<file path="src/rtl/trap_nest_pkg.sv">
`timescale 1ns/1ps
package trap_nest_pkg;

    typedef enum logic [2:0] {
        ST_NORMAL    = 3'd0,
        ST_IN_HWINT  = 3'd1,
        ST_IN_EXC    = 3'd2,
        ST_IN_DOUBLE = 3'd3,
        ST_SHUTDOWN  = 3'd4
    } nest_state_e;

    typedef enum logic [2:0] {
        ACT_NONE     = 3'd0,
        ACT_TAKE_HW  = 3'd1,
        ACT_TAKE_EXC = 3'd2,
        ACT_TAKE_DBL = 3'd3,
        ACT_RET_HW   = 3'd4,
        ACT_RET_EXC  = 3'd5,
        ACT_RET_DBL  = 3'd6,
        ACT_TRIPLE   = 3'd7
    } nest_act_e;

    localparam int SLOT_HW   = 0;
    localparam int SLOT_EXC  = 1;
    localparam int SLOT_DBL  = 2;
    localparam int NUM_SLOTS = 3;

endpackage

</file>
<file path="src/rtl/nest_fsm.sv">
`timescale 1ns/1ps
module nest_fsm
    import trap_nest_pkg::*;
(
    input  logic        clk,
    input  logic        rst_n,
    input  logic        hw_irq,
    input  logic        exc_req,
    input  logic        iret,
    input  logic        others_active,
    output nest_state_e state_q,
    output nest_act_e   act,
    output logic        triple_bcast,
    output logic        halted
);

    nest_state_e state_d;
    logic        hw_under_exc_q;
    logic        hw_under_exc_d;

    // State register
    always_ff @(posedge clk) begin
        if (!rst_n) begin
            state_q        <= ST_NORMAL;
            hw_under_exc_q <= 1'b0;
        end else begin
            state_q        <= state_d;
            hw_under_exc_q <= hw_under_exc_d;
        end
    end

    // Next state and action; exception outranks return, return outranks interrupt
    always_comb begin
        state_d        = state_q;
        act            = ACT_NONE;
        hw_under_exc_d = hw_under_exc_q;
        unique case (state_q)
            ST_NORMAL: begin
                if (exc_req) begin
                    act            = ACT_TAKE_EXC;
                    state_d        = ST_IN_EXC;
                    hw_under_exc_d = 1'b0;
                end else if (hw_irq) begin
                    act     = ACT_TAKE_HW;
                    state_d = ST_IN_HWINT;
                end
            end
            ST_IN_HWINT: begin
                if (exc_req) begin
                    act            = ACT_TAKE_EXC;
                    state_d        = ST_IN_EXC;
                    hw_under_exc_d = 1'b1;
                end else if (iret) begin
                    act     = ACT_RET_HW;
                    state_d = ST_NORMAL;
                end
            end
            ST_IN_EXC: begin
                if (exc_req) begin
                    act     = ACT_TAKE_DBL;
                    state_d = ST_IN_DOUBLE;
                end else if (iret) begin
                    act            = ACT_RET_EXC;
                    state_d        = hw_under_exc_q ? ST_IN_HWINT : ST_NORMAL;
                    hw_under_exc_d = 1'b0;
                end
            end
            ST_IN_DOUBLE: begin
                if (exc_req) begin
                    act     = ACT_TRIPLE;
                    state_d = ST_SHUTDOWN;
                end else if (iret) begin
                    act     = ACT_RET_DBL;
                    state_d = ST_IN_EXC;
                end
            end
            ST_SHUTDOWN: begin
                state_d = ST_SHUTDOWN;
            end
            default: begin
                state_d = ST_SHUTDOWN;
            end
        endcase
    end

    // Registered outputs
    always_ff @(posedge clk) begin
        if (!rst_n) begin
            triple_bcast <= 1'b0;
            halted       <= 1'b0;
        end else begin
            triple_bcast <= (act == ACT_TRIPLE) && others_active;
            halted       <= (state_d == ST_SHUTDOWN);
        end
    end

endmodule

</file>
<file path="src/rtl/shadow_slot.sv">
`timescale 1ns/1ps
module shadow_slot #(
    parameter int IP_W   = 32,
    parameter int PRIV_W = 8
) (
    input  logic              clk,
    input  logic              rst_n,
    input  logic              save,
    input  logic [IP_W-1:0]   ip_in,
    input  logic [PRIV_W-1:0] priv_in,
    output logic [IP_W-1:0]   ip_q,
    output logic [PRIV_W-1:0] priv_q
);

    always_ff @(posedge clk) begin
        if (!rst_n) begin
            ip_q   <= '0;
            priv_q <= '0;
        end else if (save) begin
            ip_q   <= ip_in;
            priv_q <= priv_in;
        end
    end

endmodule

</file>
<file path="src/rtl/redirect_unit.sv">
`timescale 1ns/1ps
module redirect_unit
    import trap_nest_pkg::*;
#(
    parameter int IP_W   = 32,
    parameter int PRIV_W = 8,
    parameter int VEC_W  = 8
) (
    input  logic                              clk,
    input  logic                              rst_n,
    input  nest_act_e                         act,
    input  logic [VEC_W-1:0]                  hw_vec,
    input  logic [VEC_W-1:0]                  exc_vec,
    input  logic [NUM_SLOTS-1:0][IP_W-1:0]    slot_ip,
    input  logic [NUM_SLOTS-1:0][PRIV_W-1:0]  slot_priv,
    output logic                              redir_valid,
    output logic [IP_W-1:0]                   redir_ip,
    output logic [PRIV_W-1:0]                 redir_priv
);

    localparam logic [PRIV_W-1:0] PRIV_MAX = {PRIV_W{1'b1}};
    localparam int                PAD_W    = IP_W - VEC_W;

    logic              nxt_valid;
    logic [IP_W-1:0]   nxt_ip;
    logic [PRIV_W-1:0] nxt_priv;

    always_comb begin
        nxt_valid = 1'b1;
        nxt_ip    = '0;
        nxt_priv  = PRIV_MAX;
        unique case (act)
            ACT_TAKE_HW:  nxt_ip = {{PAD_W{1'b0}}, hw_vec};
            ACT_TAKE_EXC,
            ACT_TAKE_DBL: nxt_ip = {{PAD_W{1'b0}}, exc_vec};
            ACT_RET_HW: begin
                nxt_ip   = slot_ip[SLOT_HW];
                nxt_priv = slot_priv[SLOT_HW];
            end
            ACT_RET_EXC: begin
                nxt_ip   = slot_ip[SLOT_EXC];
                nxt_priv = slot_priv[SLOT_EXC];
            end
            ACT_RET_DBL: begin
                nxt_ip   = slot_ip[SLOT_DBL];
                nxt_priv = slot_priv[SLOT_DBL];
            end
            default: nxt_valid = 1'b0;
        endcase
    end

    always_ff @(posedge clk) begin
        if (!rst_n) begin
            redir_valid <= 1'b0;
            redir_ip    <= '0;
            redir_priv  <= '0;
        end else begin
            redir_valid <= nxt_valid;
            redir_ip    <= nxt_ip;
            redir_priv  <= nxt_priv;
        end
    end

endmodule

</file>
<file path="src/rtl/trap_nest_ctrl.sv">
`timescale 1ns/1ps
module trap_nest_ctrl
    import trap_nest_pkg::*;
#(
    parameter int IP_W   = 32,
    parameter int PRIV_W = 8,
    parameter int VEC_W  = 8
) (
    input  logic              clk,
    input  logic              rst_n,
    input  logic [IP_W-1:0]   cur_ip,
    input  logic [PRIV_W-1:0] cur_priv,
    input  logic              hw_irq,
    input  logic [VEC_W-1:0]  hw_vec,
    input  logic              exc_req,
    input  logic [VEC_W-1:0]  exc_vec,
    input  logic              iret,
    input  logic              others_active,
    output logic              redir_valid,
    output logic [IP_W-1:0]   redir_ip,
    output logic [PRIV_W-1:0] redir_priv,
    output logic [2:0]        state_o,
    output logic              triple_bcast,
    output logic              halted
);

    nest_state_e                      state_q;
    nest_act_e                        act;
    logic [NUM_SLOTS-1:0]             save_vec;
    logic [NUM_SLOTS-1:0][IP_W-1:0]   slot_ip;
    logic [NUM_SLOTS-1:0][PRIV_W-1:0] slot_priv;

    nest_fsm u_fsm (
        .clk           (clk),
        .rst_n         (rst_n),
        .hw_irq        (hw_irq),
        .exc_req       (exc_req),
        .iret          (iret),
        .others_active (others_active),
        .state_q       (state_q),
        .act           (act),
        .triple_bcast  (triple_bcast),
        .halted        (halted)
    );

    assign save_vec[SLOT_HW]  = (act == ACT_TAKE_HW);
    assign save_vec[SLOT_EXC] = (act == ACT_TAKE_EXC);
    assign save_vec[SLOT_DBL] = (act == ACT_TAKE_DBL);

    for (genvar k = 0; k < NUM_SLOTS; k++) begin : g_slot
        shadow_slot #(
            .IP_W   (IP_W),
            .PRIV_W (PRIV_W)
        ) u_slot (
            .clk     (clk),
            .rst_n   (rst_n),
            .save    (save_vec[k]),
            .ip_in   (cur_ip),
            .priv_in (cur_priv),
            .ip_q    (slot_ip[k]),
            .priv_q  (slot_priv[k])
        );
    end

    redirect_unit #(
        .IP_W   (IP_W),
        .PRIV_W (PRIV_W),
        .VEC_W  (VEC_W)
    ) u_redir (
        .clk         (clk),
        .rst_n       (rst_n),
        .act         (act),
        .hw_vec      (hw_vec),
        .exc_vec     (exc_vec),
        .slot_ip     (slot_ip),
        .slot_priv   (slot_priv),
        .redir_valid (redir_valid),
        .redir_ip    (redir_ip),
        .redir_priv  (redir_priv)
    );

    assign state_o = state_q;

endmodule

</file>
<file path="config.mk">
export PLATFORM = sky130hd
export DESIGN_NAME = trap_nest_ctrl
export DESIGN_NICKNAME = d
export VERILOG_FILES = /design/src/rtl/trap_nest_pkg.sv /design/src/rtl/nest_fsm.sv /design/src/rtl/shadow_slot.sv /design/src/rtl/redirect_unit.sv /design/src/rtl/trap_nest_ctrl.sv
export SDC_FILE = /design/constraint.sdc
export NUM_CORES = 1
export LEC_CHECK = 0
export ABC_AREA = 1
export BUFFER_PORTS_ARGS = -buffer_cell sky130_fd_sc_hd__buf_2
export CORE_UTILIZATION = 50
export CTS_CLUSTER_SIZE = 12
export DETAILED_ROUTE_END_ITERATION = 16
export GPL_ROUTABILITY_DRIVEN = 0
export PLACE_DENSITY = 0.72
export SYNTH_ARGS = -nofsm -noshare
export SYNTH_HDL_FRONTEND = slang
export SYNTH_SLANG_ARGS = --single-unit
</file>
<file path="constraint.sdc">
create_clock -name clk -period 4.3 [get_ports clk]
set_clock_uncertainty 0.1 [all_clocks]
set_input_delay 1.075 -clock clk [delete_from_list [all_inputs] [get_ports clk]]
set_output_delay 1.075 -clock clk [all_outputs]
set_load 0.03 [all_outputs]
</file>
* After elaboration in Yosys (flattened, before gate mapping) *
Index checks and enable logic that the tools add are counted.

operators by class
  add/subtract/negate cells = 0
  multipliers = 0
  div/mod/pow operators = 0
  magnitude comparators = 0
  eq/ne operators = 15
  shift operators = 0
  muxes and demuxes = 27
  bitwise logic cells = 0
  reductions and logical operators = 6

operators by type and width
  kind                  count
  $pmux W32 S5          1
  $mux W3               15
  $pmux W3 S4           2
  $pmux W8 S3           1
  $eq A3 B3 Y1 const B  5
  $eq A3 B2 Y1 const B  4
  $ne A2 B2 Y1 const B  4
  $mux W1               7
  $eq A3 B1 Y1 const B  2
  $reduce_or A6 Y1      1
  $reduce_and A5 Y1     1
  $logic_not A3 Y1      1
  $pmux W1 S3           1
  $reduce_bool A3 Y1    1
  $reduce_or A2 Y1      1
  $logic_and A1 B1 Y1   1

storage, ports and cells
  bits in registers = 167
  bits in latches = 0
  memory bits (writable) = 0
  memory bits (read-only) = 0
  input port bits = 62
  output and inout port bits = 46
  word-level logic and storage cells = 61
  memories = 0

* Logic depth before layout (Yosys ltp) *
Gate-level depths: netlist of run 1.

  depth in word-level cells = 6
  gate-level depth with buffers = 13
  mapped depth without buffers = 11

* Cells and area by module *
A second synthesis of run 1 with hierarchy kept.

unflattened totals
  cells, all modules = 1177
  area, all modules = 7561.0 um2

by module, submodules not included
  module          times used  cells each  area an instance (um2)  sequential area each (um2)
  shadow_slot     3           253         1657.8                  800.8
  redirect_unit   1           347         2168.3                  820.8
  nest_fsm        1           63          389.1                   120.1
  trap_nest_ctrl  1           8           30.0                    0.0

* Worst setup path before layout of run 1 *
No wires, ideal clock.

  path type = in2reg
  start point = input port exc_req
  end point = register u_redir.redir_ip[12]
  setup time = 109 ps
  arrival = 2177 ps
  data required time = 4091 ps
  slack = 1914 ps
  stages on the path = 12
  buffers on the path = 2
  cell sequence = buf_6 > nor2_1 > nor2_1 > nor2_1 > nand2_4 > inv_2 > nor2_8 > buf_6 > nand2_2 > nand3_1 > nand2_1 > inv_1

between the ends
  word-level cells in the longest chain between the ends = 5
  elaborated cells on any way between the ends = 13
  those cells by class = eq/ne: 6; mux: 6; reduce/logical: 1

RTL lines
  what                               line                  RTL
  from (decl)                        trap_nest_ctrl.sv:15  input logic exc_req,
  $mux W3, on equally long branches  n/a
  $pmux W3 S4 (*)                    nest_fsm.sv:37        unique case (state_q)
  $eq A3 B2 Y1                       redirect_unit.sv:32   unique case (act)
  $reduce_or A2 Y1                   redirect_unit.sv:32
  $pmux W32 S5 (*)                   redirect_unit.sv:32
  to (signal assigned)               redirect_unit.sv:59   redir_ip <= nxt_ip;
  to (decl)                          redirect_unit.sv:17   output logic [IP_W-1:0] redir_ip,

Every way passes the cells marked *; elsewhere a longest branch is shown, timed or not.
A chain may end at the register's enable or synchronous reset.

* Worst setup path after layout of run 1 *
  start point = input port exc_req
  end point = register u_redir.redir_ip[10]

Same word-level chain as after synthesis.

==> results of run 1 <==
## layout make-up
type                            instances  area, um^2  area share
Tap cell                              172       215.2     0.02760
Inverter                               72       270.3     0.03465
Timing Repair Buffer                  119       628.1     0.08054
Clock inverter                         11       155.1     0.01989
Sequential cell                       167        3343      0.4287
Clock buffer                           20       446.7     0.05728
Multi-Input combinational cell        614        2740      0.3514
## tightest hold or removal path, delay by kind of cell (launching register included)
family                 cells  cell delay, ps
flip-flops                 1             290
buffers and inverters      1              50
AO/OA/AOI/OAI              1              50
## registers in the layout, indices dropped and copies added (netlist names)
signal,cells
g_slot.u_slot.ip_q,96
u_redir.redir_ip,32
g_slot.u_slot.priv_q,24
u_redir.redir_priv,8
u_fsm.state_q,3
u_fsm.halted,1
u_fsm.hw_under_exc_q,1
u_fsm.triple_bcast,1
u_redir.redir_valid,1
## synthesized netlist by cell type, drive strengths merged
library cell | instances | area, um^2
a21oi | 41 | 205.2
a31oi | 2 | 12.51
buf | 19 | 125.1
clkbuf | 39 | 146.4
clkinv | 1 | 3.750
dfxtp | 167 | 3343
inv | 71 | 266.5
nand2 | 229 | 907.1
nand3 | 30 | 160.2
nand4 | 35 | 219.0
nor2 | 172 | 698.2
nor3 | 3 | 15.01
nor3b | 1 | 7.510
o211ai | 1 | 7.510
o21ai | 100 | 500.5
## stage by stage
stage | cell area, um^2 | power [mW] | cells | setup slack [ps] | hold slack [ps]
finish | 7799 | 3.749 | 1175 | 1569 | 346.0
detailed placement | 7197 | 2.210 | 1144 | 1144 | 341.0
floorplan | 6618 | 2.065 | 911 | 1914 | 324.6
global placement | 7197 | 2.204 | 1144 | 1155 | 335.4
global route | 7799 | 3.900 | 1175 | 1383 | 375.4
CTS | 7799 | 3.759 | 1175 | 1577 | 350.8
## where the power goes
part / switching (mW) / total [mW] / internal [mW]
combinational: 0.325 / 0.459 / 0.134
clock: 0.591 / 1.57 / 0.976
sequential: 0.0545 / 1.72 / 1.67
## metal layers
metal / up-vias / routed length, um / part of all wire
li1: 3040 / - / -
met4: 0 / 201 / 0.013
met1: 2704 / 7600 / 0.48
met5: - / 0 / 0
met2: 163 / 7332 / 0.46
met3: 19 / 861 / 0.054
## worst paths after layout
path                                                from                  endpoint  slack [ps]
worst max-delay path                             exc_req      u_redir.redir_ip[10]        1570
worst min-delay path            g_slot[0].u_slot.ip_q[4]  g_slot[0].u_slot.ip_q[4]         350
worst max register to register          u_fsm.state_q[1]      u_redir.redir_ip[10]        1730
worst min register to register  g_slot[0].u_slot.ip_q[4]  g_slot[0].u_slot.ip_q[4]         350
## cells in the final DEF (no fill, tap or decap)
cell type	instances
clkbuf_1	2
nand3_2	2
inv_2	4
bufinv_16	4
a21oi_1	41
buf_2	106
nor2_1	165
nor3b_1	1
nor2_4	3
clkbuf_8	1
clkinv_2	7
nand2_2	13
a31oi_1	2
nor2_2	2
nand4_1	35
nand3_1	28
dfxtp_1	167
o211ai_1	1
clkinv_1	1
o21ai_0	100
nor2_8	2
inv_1	67
clkbuf_16	17
nor3_1	3
buf_4	13
nand2_4	2
nand2_1	214
## logic make-up after synthesis
family	count (synthesis)
compound gates	144
buf+inv	130
flops	167
simple gates	470
==> impl_summary.txt, run 1 <==
----------------------------------------------------
[Die]
  Effective utilization at floorplan ... 0.5181
  Die boundary width ... about 120 um
  Die ar. ... 13,700 um^2
  Height of the die ... 117.0 um
  Core area ... 12,770 um^2
  Row cnt ... 41
  Total I/O pin count ... between 100 and 150

[Timing]
  Setup violators final ... 0
  Final Critical Period ... 2731 ps
  Slew @ Worst Pin ... 808.5 ps
  Sum Neg Setup Slack ... 0 ps
  Final Hold Viols ... 0
  Unrepaired setup endpoints after global routing ... false
  Max-slew violation count ... 0
  Final clock period utilization by the worst path ... 0.6352
  Maximum clock rate ... 0.3661 GHz
  Max-Slew Margin vs Limit ... 0.4610

[Global route]
  Largest net degree at the start of global routing ... 93
  First-pass GRT wire length ... 26.61 mm
  Vias in the first global route ... 5,448
  Number of antenna violations at the first check in global routing ... 0
  GR Layer Usage met1 ... 0.3396
  Met2 track utilization from global routing ... 0.4079
  Global-route congestion overflow total ... 0
  Most used routing layer in global routing ... met2
  Met3 Use GR ... 0.04686
  Global routing usage summed across all routing layers ... 0.2519

[Finish]
  Core utilization of the finished layout ... 0.6105
  Antenna cells ... 0
  Post-synthesis to final-layout area growth ... 17.85%
  Nets@finish ... 1,053
  Share of post-route cells with drive strength above 1 ... 0.1755
  # fillers ... ~1,200

[Placement]
  Post-detail-place hpwl ... around 9.5 mm
  Number of input and output port buffers inserted ... 107

[Setup path]
  Worst Path Required ... 4570 ps
  Arr. time, crit path ... 3000 ps
  Buffering stage count on the worst path with inverters included ... 2
  Number of cells traversed by the worst register-to-register path ... 10
  Number of stages on the worst setup path ... 11
  Critical path's largest stage delay ... 410 ps
  Maximum fanout along the worst path ... 24
  Cell-by-cell trace of the critical path ... buf_2, nor2_2, nand3_2, nand2_2, nor2_8, nand2_4, nor2_8, nand2_1, nand3_1, nand2_1, inv_1
  Type of element capturing the critical path ... register
  Cell type group with the largest total delay on the critical path ... simple AND/OR/NAND/NOR gates
  Type of the setup path with the least slack ... in -> reg
  Cell with the largest stage delay on the worst path ... nor2_8
  Worst setup SP type ... input port

[Route]
  Average detailed-routed wire length per instance ... about 14 um
  Routed via count divided by cell count ... 5.043
  DRC violations left ... 0
  Post-route antenna net violation count ... 0
  Routed vias ... around 5,900
  Final WL ... about 16 mm
  Violation count after the first detailed-routing iteration ... 411
  Pre-antenna DRT Iters ... 4

[Yosys]
  Mean Syn Cell Area ... 7.264 um^2
  Area fraction in compound gates after synthesis ... 0.1097
  Synth Area in Simple Gates ... 0.3033
  Main combinational cell family by area after synthesis ... simple AND/OR/NAND/NOR gates
  Synthesized-area fraction occupied by adder cells ... 0
  Number of instances in the synthesized netlist ... 911
  Share of cell area taken by muxes after synthesis ... 0
  Parity-gate share of the synthesized area counting xor and xnor cells ... 0
  Number of nets produced by synthesis ... 973
  Total of flip-flops plus latches after synthesis ... 167
  Synth Cell Area ... around 6600 um^2
  Sequential cell area fraction in the yosys report ... 0.5052
  Synth warn ... 0
  Number of distinct library cell variants in the gate-level netlist after synthesis ... 24

[Hold path]
  Type of the worst min-delay path ... reg -> reg
  Instance count along the most critical hold path ... 2

[Job]
  Total of max-cap violations ... 0

[Clock tree]
  Clock sink count ... 167
  Worst skew pair latency ... 420 ps
  CTS clk-pin slew, worst paths ... roughly 60 ps
  Buffer cell driving the clock tree root ... clkbuf_16
  Number of H-tree levels ... 4
  Quantity of gates resized following cts ... 0
  Inserted Clock Buffers ... 17
  CTS tree ... built
  Clock Path Buffers ... 2
  Post-CTS repair timing setup buffer count ... 0
  Count of hold buffers inserted by post-cts repair ... 0

[Power]
  VDD IR-drop max ... 0.2624 mV
  PwrDens ... 480.7 nW/um^2
  Leakage power ... approximately 3.7 nW

[Status]
  Outcome ... finished clean

----------------------------------------------------
(Power assumes the default switching activity.)
==> inputs of run 2 (changes only) <==
- clock period: 4.3 -> 2.77 ns (I/O delays scaled with it)
==> run 2 against run 1 <==
Compared with the run above: first-iteration DRC count is 35% higher; worst setup slack got worse by 1000 ps; global-route usage up 0.67 points; hold slack improved by 4.1 ps; largest cell class unchanged.
==> impl_summary.txt, run 2 (same netlist as run 1, synthesis figures left out) <==
----------------------------------------------------
[Timing]
  Final clock period utilization by the worst path ... 0.7990
  Max-Slew Margin vs Limit ... 0.6790
  Max-slew violation count ... 0
  Setup violators final ... 0
  Slew @ Worst Pin ... 481.4 ps
  Maximum clock rate ... 0.4518 GHz
  Final Hold Viols ... 0
  Final Critical Period ... roughly 2200 ps
  Unrepaired setup endpoints after global routing ... false
  Sum Neg Setup Slack ... 0 ps

[Die]
  Total I/O pin count ... around 110
  Die boundary width ... between 100 and 150 um
  Die ar. ... roughly 14,000 um^2
  Height of the die ... 117.0 um
  Core area ... roughly 13,000 um^2
  Effective utilization at floorplan ... 0.5181
  Row cnt ... 41

[Route]
  Final WL ... 16.90 mm
  Violation count after the first detailed-routing iteration ... 556
  Post-route antenna net violation count ... 0
  Pre-antenna DRT Iters ... 6
  Routed via count divided by cell count ... 5.130
  DRC violations left ... 0
  Average detailed-routed wire length per instance ... 14.30 um
  Routed vias ... 6,064

[Finish]
  Nets@finish ... 1,058
  Most common cell after layout, fill and taps aside ... nand2_1
  Most flops, register ... g_slot.u_slot.ip_q
  Share of post-route cells with drive strength above 1 ... 0.1824
  Max reg flops ... 96
  Total non-filler cell area in the finished layout ... 7869 um^2
  Largest registers ... g_slot.u_slot.ip_q: 96 flops, u_redir.redir_ip: 32 flops, g_slot.u_slot.priv_q: 24 flops
  Commonest cells after routing, fill and taps aside ... nand2_1, dfxtp_1, nor2_1, buf_2, o21ai_0
  Post-synthesis to final-layout area growth ... 18.91%

[Clock tree]
  Clock Path Buffers ... 2
  Post-CTS repair timing setup buffer count ... 0
  Number of H-tree levels ... 4
  Clock sink count ... 167
  Buffer cell driving the clock tree root ... clkbuf_16
  Inserted Clock Buffers ... 17
  CTS clk-pin slew, worst paths ... about 60 ps
  Count of hold buffers inserted by post-cts repair ... 0
  Quantity of gates resized following cts ... 0
  Worst skew pair latency ... between 400 and 500 ps
  CTS tree ... built

[Job]
  Total of max-cap violations ... 0

[Setup path]
  Cell-by-cell trace of the critical path ... inv_1, nand4_1, nand2_2, inv_2, buf_4, nand2_1, nand2_1, nand4_1, nand2_1, inv_1
  Maximum fanout along the worst path ... 26
  Critical path's largest stage delay ... 570 ps
  Type of element capturing the critical path ... register
  Cell with the largest stage delay on the worst path ... dfxtp_1
  Cell repeated most along the worst path ... nand2_1
  Type of the setup path with the least slack ... reg -> reg
  Cell type group with the largest total delay on the critical path ... simple AND/OR/NAND/NOR gates
  Buffering stage count on the worst path with inverters included ... 4
  Arr. time, crit path ... 2440 ps
  Worst setup SP type ... register
  Worst Path Required ... 3000 ps

[Global route]
  Number of antenna violations at the first check in global routing ... 1
  Global routing usage summed across all routing layers ... 0.2586
  First-pass GRT wire length ... 26.88 mm
  Largest net degree at the start of global routing ... 88
  Vias in the first global route ... 5,443
  Global-route congestion overflow total ... 0

[Power]
  VDD IR-drop max ... 0.4584 mV
  Leakage power ... 3.732 nW
  PwrDens ... about 740 nW/um^2

[Placement]
  Cell Area, Placed ... 7259 um^2
  Post-detail-place hpwl ... 9.798 mm
  Number of input and output port buffers inserted ... around 110

[Status]
  Outcome ... finished clean

[Hold path]
  Type of the worst min-delay path ... reg -> reg

----------------------------------------------------
## run 2: changes by cell type in the layout (fill, tap and decap cells not counted)
cell,before,now
buf_12,0,2
clkbuf_1,2,0
buf_4,13,16
clkinv_4,0,1
clkinvlp_4,0,4
clkbuf_8,1,2
clkinv_2,7,5
diode_2,0,1
bufinv_16,4,3
## run 2: area by class of cell
cell class,instances,area (um^2)
Fill cell,1180,4905
Sequential cell,167,3343
Multi-Input combinational cell,614,2740
Timing Repair Buffer,124,690.7
Clock buffer,19,452.9
Inverter,72,270.3
Tap cell,172,215.2
Clock inverter,13,153.9
Antenna cell,1,2.502
## run 2: worst register-to-register path, cell delays in order (launching register included)
cell and delay, ps:
dfxtp_1 570, inv_1 150, nand4_1 150, nand2_2 80, inv_2 90, buf_4 310
nand2_1 330, nand2_1 140, nand4_1 110, nand2_1 60, inv_1 40
## run 2: power by group
part / total (mW) / internal (mW) / switching (mW) / leakage (nW)
Sequential: 2.68 / 2.59 / 0.0874 / 1.37
Combinational: 0.741 / 0.220 / 0.521 / 2.07
Clock: 2.40 / 1.46 / 0.943 / 0.291
## run 2: per-layer routing
metal,vias up,share of wire,global-route usage
met5,-,0,0
met4,0,0.013,0.09114
met3,20,0.065,0.05510
met2,202,0.45,0.4008
met1,2790,0.47,0.3569
li1,3052,-,-
## run 2: final timing paths
check	start	endpoint	slack, ps	cells past startpoint
min reg2reg	g_slot[0].u_slot.ip_q[1]	g_slot[0].u_slot.ip_q[1]	350	2
max	u_fsm.state_q[1]	u_redir.redir_ip[6]	560	10
min	g_slot[0].u_slot.ip_q[1]	g_slot[0].u_slot.ip_q[1]	350	2
max reg2reg	u_fsm.state_q[1]	u_redir.redir_ip[6]	560	10
## run 2: metrics by stage
step,setup WS [ps],utilization,std cells,hold slack (ps),total power [mW]
6_report,556.7,0.6160,1182,350.1,5.817
5_1_grt,437.7,0.6158,1181,374.0,6.043
4_1_cts,558.2,0.6158,1181,349.0,5.836
3_5_place_dp,402.2,0.5683,1149,339.4,3.456
3_3_place_gp,439.1,0.5683,1149,332.7,3.443
2_1_floorplan,766.8,-,911,324.6,3.206
